File: src/rtl/txw_pkg.sv
package txw_pkg;
    typedef enum logic [1:0] {
        VERDICT_NONE   = 2'd0,
        VERDICT_TOGGLE = 2'd1,
        VERDICT_RESET  = 2'd2
    } verdict_e;

    typedef enum logic [1:0] {
        PH_WAIT,
        PH_TXOFF,
        PH_RSTREQ
    } phase_e;

    typedef enum logic [1:0] {
        CNT_HOLD,
        CNT_CLEAR,
        CNT_INC
    } cnt_op_e;
endpackage

File: src/rtl/txw_judge.sv
module txw_judge import txw_pkg::*; #(
    parameter int CNT_W        = 32,
    parameter int TCW          = 3,
    parameter int TOGGLE_LIMIT = 4
) (
    input  logic [CNT_W-1:0] frames_cnt,
    input  logic [CNT_W-1:0] pause_cnt,
    input  logic [CNT_W-1:0] sop_cnt,
    input  logic [CNT_W-1:0] upstream_cnt,
    input  logic [CNT_W-1:0] prev_frames,
    input  logic [CNT_W-1:0] prev_pause,
    input  logic [CNT_W-1:0] prev_upstream,
    input  logic             prev_sop_zero,
    input  logic [TCW-1:0]   toggle_count,
    output verdict_e         verdict,
    output cnt_op_e          cnt_op,
    output logic             upstream_read,
    output logic             sop_zero_next
);
    logic progress;
    logic sop_idle;
    logic stalled;

    assign progress = (frames_cnt != prev_frames) || (pause_cnt != prev_pause);
    assign sop_idle = (sop_cnt == '0);
    assign stalled  = (upstream_cnt != prev_upstream) && prev_sop_zero;

    always_comb begin
        verdict       = VERDICT_NONE;
        cnt_op        = CNT_CLEAR;
        upstream_read = 1'b0;
        sop_zero_next = 1'b0;
        if (progress) begin
            cnt_op = CNT_CLEAR;
        end else if (!sop_idle) begin
            cnt_op = CNT_HOLD;
        end else begin
            upstream_read = 1'b1;
            sop_zero_next = 1'b1;
            if (stalled) begin
                if (toggle_count > TCW'(TOGGLE_LIMIT)) begin
                    verdict = VERDICT_RESET;
                    cnt_op  = CNT_CLEAR;
                end else begin
                    verdict = VERDICT_TOGGLE;
                    cnt_op  = CNT_INC;
                end
            end
        end
    end
endmodule

File: src/rtl/txw_snapshot.sv
module txw_snapshot #(
    parameter int CNT_W = 32
) (
    input  logic             clk,
    input  logic             rst_n,
    input  logic             arm,
    input  logic             step,
    input  logic             upstream_read,
    input  logic             sop_zero_next,
    input  logic [CNT_W-1:0] frames_cnt,
    input  logic [CNT_W-1:0] pause_cnt,
    input  logic [CNT_W-1:0] sop_cnt,
    input  logic [CNT_W-1:0] upstream_cnt,
    output logic [CNT_W-1:0] prev_frames,
    output logic [CNT_W-1:0] prev_pause,
    output logic [CNT_W-1:0] prev_upstream,
    output logic             prev_sop_zero
);
    always_ff @(posedge clk or negedge rst_n) begin
        if (!rst_n) begin
            prev_frames   <= '0;
            prev_pause    <= '0;
            prev_upstream <= '0;
            prev_sop_zero <= 1'b0;
        end else if (arm) begin
            prev_frames   <= frames_cnt;
            prev_pause    <= pause_cnt;
            prev_upstream <= upstream_cnt;
            prev_sop_zero <= (sop_cnt == '0);
        end else if (step) begin
            prev_frames   <= frames_cnt;
            prev_pause    <= pause_cnt;
            prev_sop_zero <= sop_zero_next;
            if (upstream_read) begin
                prev_upstream <= upstream_cnt;
            end
        end
    end
endmodule

File: src/rtl/txw_escalate.sv
module txw_escalate import txw_pkg::*; #(
    parameter int TCW = 3
) (
    input  logic           clk,
    input  logic           rst_n,
    input  logic           arm,
    input  logic           step,
    input  cnt_op_e        cnt_op,
    output logic [TCW-1:0] toggle_count
);
    always_ff @(posedge clk or negedge rst_n) begin
        if (!rst_n) begin
            toggle_count <= '0;
        end else if (arm) begin
            toggle_count <= '0;
        end else if (step) begin
            unique case (cnt_op)
                CNT_CLEAR: toggle_count <= '0;
                CNT_INC:   toggle_count <= toggle_count + 1'b1;
                default:   toggle_count <= toggle_count;
            endcase
        end
    end
endmodule

File: src/rtl/tx_stall_wdog.sv
module tx_stall_wdog import txw_pkg::*; #(
    parameter int CNT_W        = 32,
    parameter int TOGGLE_LIMIT = 4
) (
    input  logic             clk,
    input  logic             rst_n,
    input  logic             tx_on,
    input  logic             tick,
    input  logic [CNT_W-1:0] frames_cnt,
    input  logic [CNT_W-1:0] pause_cnt,
    input  logic [CNT_W-1:0] sop_cnt,
    input  logic [CNT_W-1:0] upstream_cnt,
    output logic             txen,
    output logic             toggle_pulse,
    output logic             reset_req,
    output logic [1:0]       status
);
    localparam int TCW = $clog2(TOGGLE_LIMIT + 2);

    phase_e           phase, phase_nxt;
    logic             tx_on_q;
    logic             arm;
    logic             accept;
    verdict_e         verdict;
    cnt_op_e          cnt_op;
    logic             upstream_read;
    logic             sop_zero_next;
    logic [CNT_W-1:0] prev_frames, prev_pause, prev_upstream;
    logic             prev_sop_zero;
    logic [TCW-1:0]   toggle_count;

    assign arm    = tx_on && !tx_on_q;
    assign accept = tick && tx_on && !arm && (phase == PH_WAIT);

    txw_judge #(.CNT_W(CNT_W), .TCW(TCW), .TOGGLE_LIMIT(TOGGLE_LIMIT)) u_judge (
        .frames_cnt    (frames_cnt),
        .pause_cnt     (pause_cnt),
        .sop_cnt       (sop_cnt),
        .upstream_cnt  (upstream_cnt),
        .prev_frames   (prev_frames),
        .prev_pause    (prev_pause),
        .prev_upstream (prev_upstream),
        .prev_sop_zero (prev_sop_zero),
        .toggle_count  (toggle_count),
        .verdict       (verdict),
        .cnt_op        (cnt_op),
        .upstream_read (upstream_read),
        .sop_zero_next (sop_zero_next)
    );

    txw_snapshot #(.CNT_W(CNT_W)) u_snap (
        .clk           (clk),
        .rst_n         (rst_n),
        .arm           (arm),
        .step          (accept),
        .upstream_read (upstream_read),
        .sop_zero_next (sop_zero_next),
        .frames_cnt    (frames_cnt),
        .pause_cnt     (pause_cnt),
        .sop_cnt       (sop_cnt),
        .upstream_cnt  (upstream_cnt),
        .prev_frames   (prev_frames),
        .prev_pause    (prev_pause),
        .prev_upstream (prev_upstream),
        .prev_sop_zero (prev_sop_zero)
    );

    txw_escalate #(.TCW(TCW)) u_esc (
        .clk          (clk),
        .rst_n        (rst_n),
        .arm          (arm),
        .step         (accept),
        .cnt_op       (cnt_op),
        .toggle_count (toggle_count)
    );

    // State register, arming edge detector and verdict register
    always_ff @(posedge clk or negedge rst_n) begin
        if (!rst_n) begin
            phase   <= PH_WAIT;
            tx_on_q <= 1'b0;
            status  <= 2'd0;
        end else begin
            phase   <= phase_nxt;
            tx_on_q <= tx_on;
            if (arm) begin
                status <= 2'd0;
            end else if (accept) begin
                status <= verdict;
            end
        end
    end

    always_comb begin
        phase_nxt = phase;
        unique case (phase)
            PH_WAIT: begin
                if (accept && verdict == VERDICT_TOGGLE) begin
                    phase_nxt = PH_TXOFF;
                end else if (accept && verdict == VERDICT_RESET) begin
                    phase_nxt = PH_RSTREQ;
                end
            end
            PH_TXOFF:  phase_nxt = PH_WAIT;
            PH_RSTREQ: phase_nxt = PH_WAIT;
            default:   phase_nxt = PH_WAIT;
        endcase
    end

    // Outputs decoded from the phase
    always_comb begin
        txen         = tx_on;
        toggle_pulse = 1'b0;
        reset_req    = 1'b0;
        unique case (phase)
            PH_TXOFF: begin
                txen         = 1'b0;
                toggle_pulse = 1'b1;
            end
            PH_RSTREQ: reset_req = 1'b1;
            default: ;
        endcase
    end
endmodule

File: config.mk
export PLATFORM = sky130hd
export DESIGN_NAME = tx_stall_wdog
export DESIGN_NICKNAME = d
export VERILOG_FILES = /design/src/rtl/txw_pkg.sv /design/src/rtl/txw_judge.sv /design/src/rtl/txw_snapshot.sv /design/src/rtl/txw_escalate.sv /design/src/rtl/tx_stall_wdog.sv
export SDC_FILE = /design/constraint.sdc
export NUM_CORES = 1
export LEC_CHECK = 0
export ABC_AREA = 0
export BUFFER_PORTS_ARGS = -buffer_cell sky130_fd_sc_hd__buf_2
export CAP_MARGIN = 20
export CORE_UTILIZATION = 40
export CTS_CLUSTER_DIAMETER = 100
export DETAILED_ROUTE_END_ITERATION = 8
export PLACE_DENSITY = 0.66
export SYNTH_ARGS = -nofsm -noshare
export SYNTH_HDL_FRONTEND = slang
export SYNTH_SLANG_ARGS = --single-unit
File: constraint.sdc
create_clock -name clk -period 2.9 [get_ports clk]
set_input_delay 0.725 -clock clk [delete_from_list [all_inputs] [get_ports clk]]
set_output_delay 0.725 -clock clk [all_outputs]
set_load 0.005 [all_outputs]
==> metrics.txt <==
status=finished, final reports clean; post-route cell area=6480 µm²; Reg2Reg Setup Slack=480 ps; Crit path arrival time=2720 ps; Worst setup EP type=register; Layout area overhead=22.5%; Placed Cells=825; FP Rows=41; antenna violations before repair=2; clk_skew=9.94 ps; WHS=319 ps; gr usage total=0.181; Psw=962 µW; Avg Vias per Cell=4.72; share of cells above drive strength 1=0.294; crit path time final=2490 ps; TritonCTS buffer count=9; RSZ-0062 raised after global routing=false; hold-fix buffers at CTS=0; Pleak=3.43 nW; final core utilization=0.507; fin cells=839; Yosys reg bits=105; largest net degree at the start of global routing=47; worst-margin pin slew=612 ps; IO Port Bufs=136; vias=3963; Cell variety after synth=29; Place WS=26.5 ps; Setup Total Neg Slack=0 ps; H-tree depth=3; Sw Share=0.273; clock root buffer=clkbuf_16; Chip Width=117 µm; number of global-route vias before repair=4031; Post-DP HPWL=8750 µm; max-cap violations=0; post-synth top area cell=dfrtp_1; RR Endpoint=u_snap.prev_upstream[22]; first-pass GRT wire length=19000 µm; drt total wl=11600 µm; routability cong.=0.782; CP required=3130 ps; hold crit path type=primary input to asynchronous set/reset pin; Post-CTS Resized=0; Clock Sink Count=105; Syn Inst Count=524; initial drt markers=178; sequential area share after synthesis=0.497; post-route antenna net violation count=0; Worst Setup Slack, final=406 ps; Max-Slew Margin vs Limit=0.591; critical-path maximum fanout=25; die area=13700 µm²; CTS clk-pin slew, worst paths=70 ps; Pwr Total=3.52 mW; fmax=401 MHz; Worst Reg-to-Reg Cells=7; fin. max-slew vios=0; Clk pwr share=0.307; register share of total power=0.508; yosys warns=0; Mapped Area=5290 µm²; router iterations before antenna repair=6; Placeable Area=12800 µm²; setup violators final=0; Fin. Hold Viols=0; average routed wire per standard cell=13.8 µm; power density over the cells=544 nW/µm²; post-route DRC violation count=0; peak supply drop=0.000340 V; synthesized area per cell=10.1 µm²; combinational fraction of design power=0.185; CTS tree=built; Pint=2.56 mW; postcts setup bufs=0; grt ovf=0; fillers=1171; Tcrit/Tclk final=0.860; # IOs=137; Startpoint Class=primary input; worst-skew pair later-pin latency=350 ps; Synthesized Nets=658; Final #Nets=798; Critical Setup Path Class=primary input to register; Max Buffers Root-to-Sink=2; area share of the largest cell type after synthesis=0.497; Crit Reg-Reg Startpoint=u_snap.prev_pause[16]; Synth area leaders=dfrtp_1 (50%), xor2_1 (16%), nand2_1 (14%); post-place instance area=6220 µm²; DIE HEIGHT=117 µm; initial core utilization=0.414
==> Yosys cell counts, drive strengths merged <==
cell type,n
nand2,197
dfrtp,105
xor2,96
nor4,35
mux2,33
clkbuf,11
nand4,9
buf,6
nor2,5
nor2b,5
inv,3
a21o,2
and4,2
ha,2
nand2b,2
a21oi,1
a22o,1
a22oi,1
nand4b,1
nor3,1
nor3b,1
o2111a,1
o21ai,1
o31ai,1
o32ai,1
or2,1
==> placed cells by master, fill, tap and decap left out, types with 2 or more instances in the layout <==
| cell type | instances |
|---|---|
| dfrtp_1 | 105 |
| nand2b_1 | 2 |
| nor2b_1 | 5 |
| ha_1 | 2 |
| mux2_2 | 3 |
| buf_4 | 9 |
| nor2_1 | 4 |
| nor4_1 | 34 |
| a21o_1 | 2 |
| mux2_4 | 30 |
| nand2_1 | 197 |
| xor2_1 | 96 |
| buf_2 | 135 |
| and4_1 | 2 |
| inv_1 | 3 |
| nand4_1 | 9 |
| clkbuf_16 | 9 |
| buf_12 | 2 |
==> critical path, cell delays in order <==
cell     delay [ps]
buf_2           110
xor2_1          140
nor4_1          390
nand4_1         250
nor4_4          460
a21oi_4         110
buf_12          210
mux2_4          310
==> how the worst max path moves through the flow <==
stage,end,slack [ps],depth (start not counted),start
4_1_cts,phase[1],390,8,pause_cnt[16]
5_1_grt,phase[1],210,8,pause_cnt[16]
3_3_place_gp,u_snap.prev_upstream[2],80,8,pause_cnt[16]
3_5_place_dp,u_snap.prev_upstream[3],30,8,pause_cnt[16]
6_report,u_snap.prev_upstream[22],410,8,pause_cnt[16]
2_1_floorplan,u_snap.prev_upstream[10],470,7,frames_cnt[25]
==> routing by layer <==
layer,global-route usage,vias to the layer above,wire [µm]
met5,0,-,10
met4,0.0405,2,102
met3,0.0628,14,758
met2,0.303,111,5530
met1,0.226,1849,5160
li1,-,1987,-
==> cells by family after synthesis <==
family,share of synthesized area
xor+xnor,0.159
simple gates,0.215
mux,0.0916
fa+ha+maj,0.00473
buf+inv,0.0185
compound gates,0.0137
flops,0.497
==> final cells by class <==
type | instances | area (µm²) | share of cell area
repair buffers | 146 | 783 | 0.121
multi-input cells | 399 | 2590 | 0.399
well taps | 172 | 215 | 0.0332
clock inverters | 3 | 21.3 | 0.00328
flip-flops and latches | 105 | 2630 | 0.406
diodes | 1 | 2.50 | 0.000386
clock buffers | 10 | 229 | 0.0354
inverters | 3 | 11.3 | 0.00174
==> sequential cells by signal, summed over array words and instances, names as in the netlist <==
name                  flops
u_snap.prev_upstream     32
phase                     2
u_snap.prev_pause        32
status                    2
u_esc.toggle_count        3
u_snap.prev_frames       32
tx_on_q                   1
u_snap.prev_sop_zero      1
==> power groups by stage <==
stage | registers, mW | clock network (mW) | logic, mW
after global placement | 1.80 | 0 | 0.635
after global routing | 1.81 | 1.18 | 0.735
final | 1.79 | 1.08 | 0.652
after CTS | 1.79 | 1.12 | 0.664
after floorplan | 1.79 | 0 | 0.427
after detailed placement | 1.81 | 0 | 0.664
Note: power is estimated with default switching activity, not from simulation.
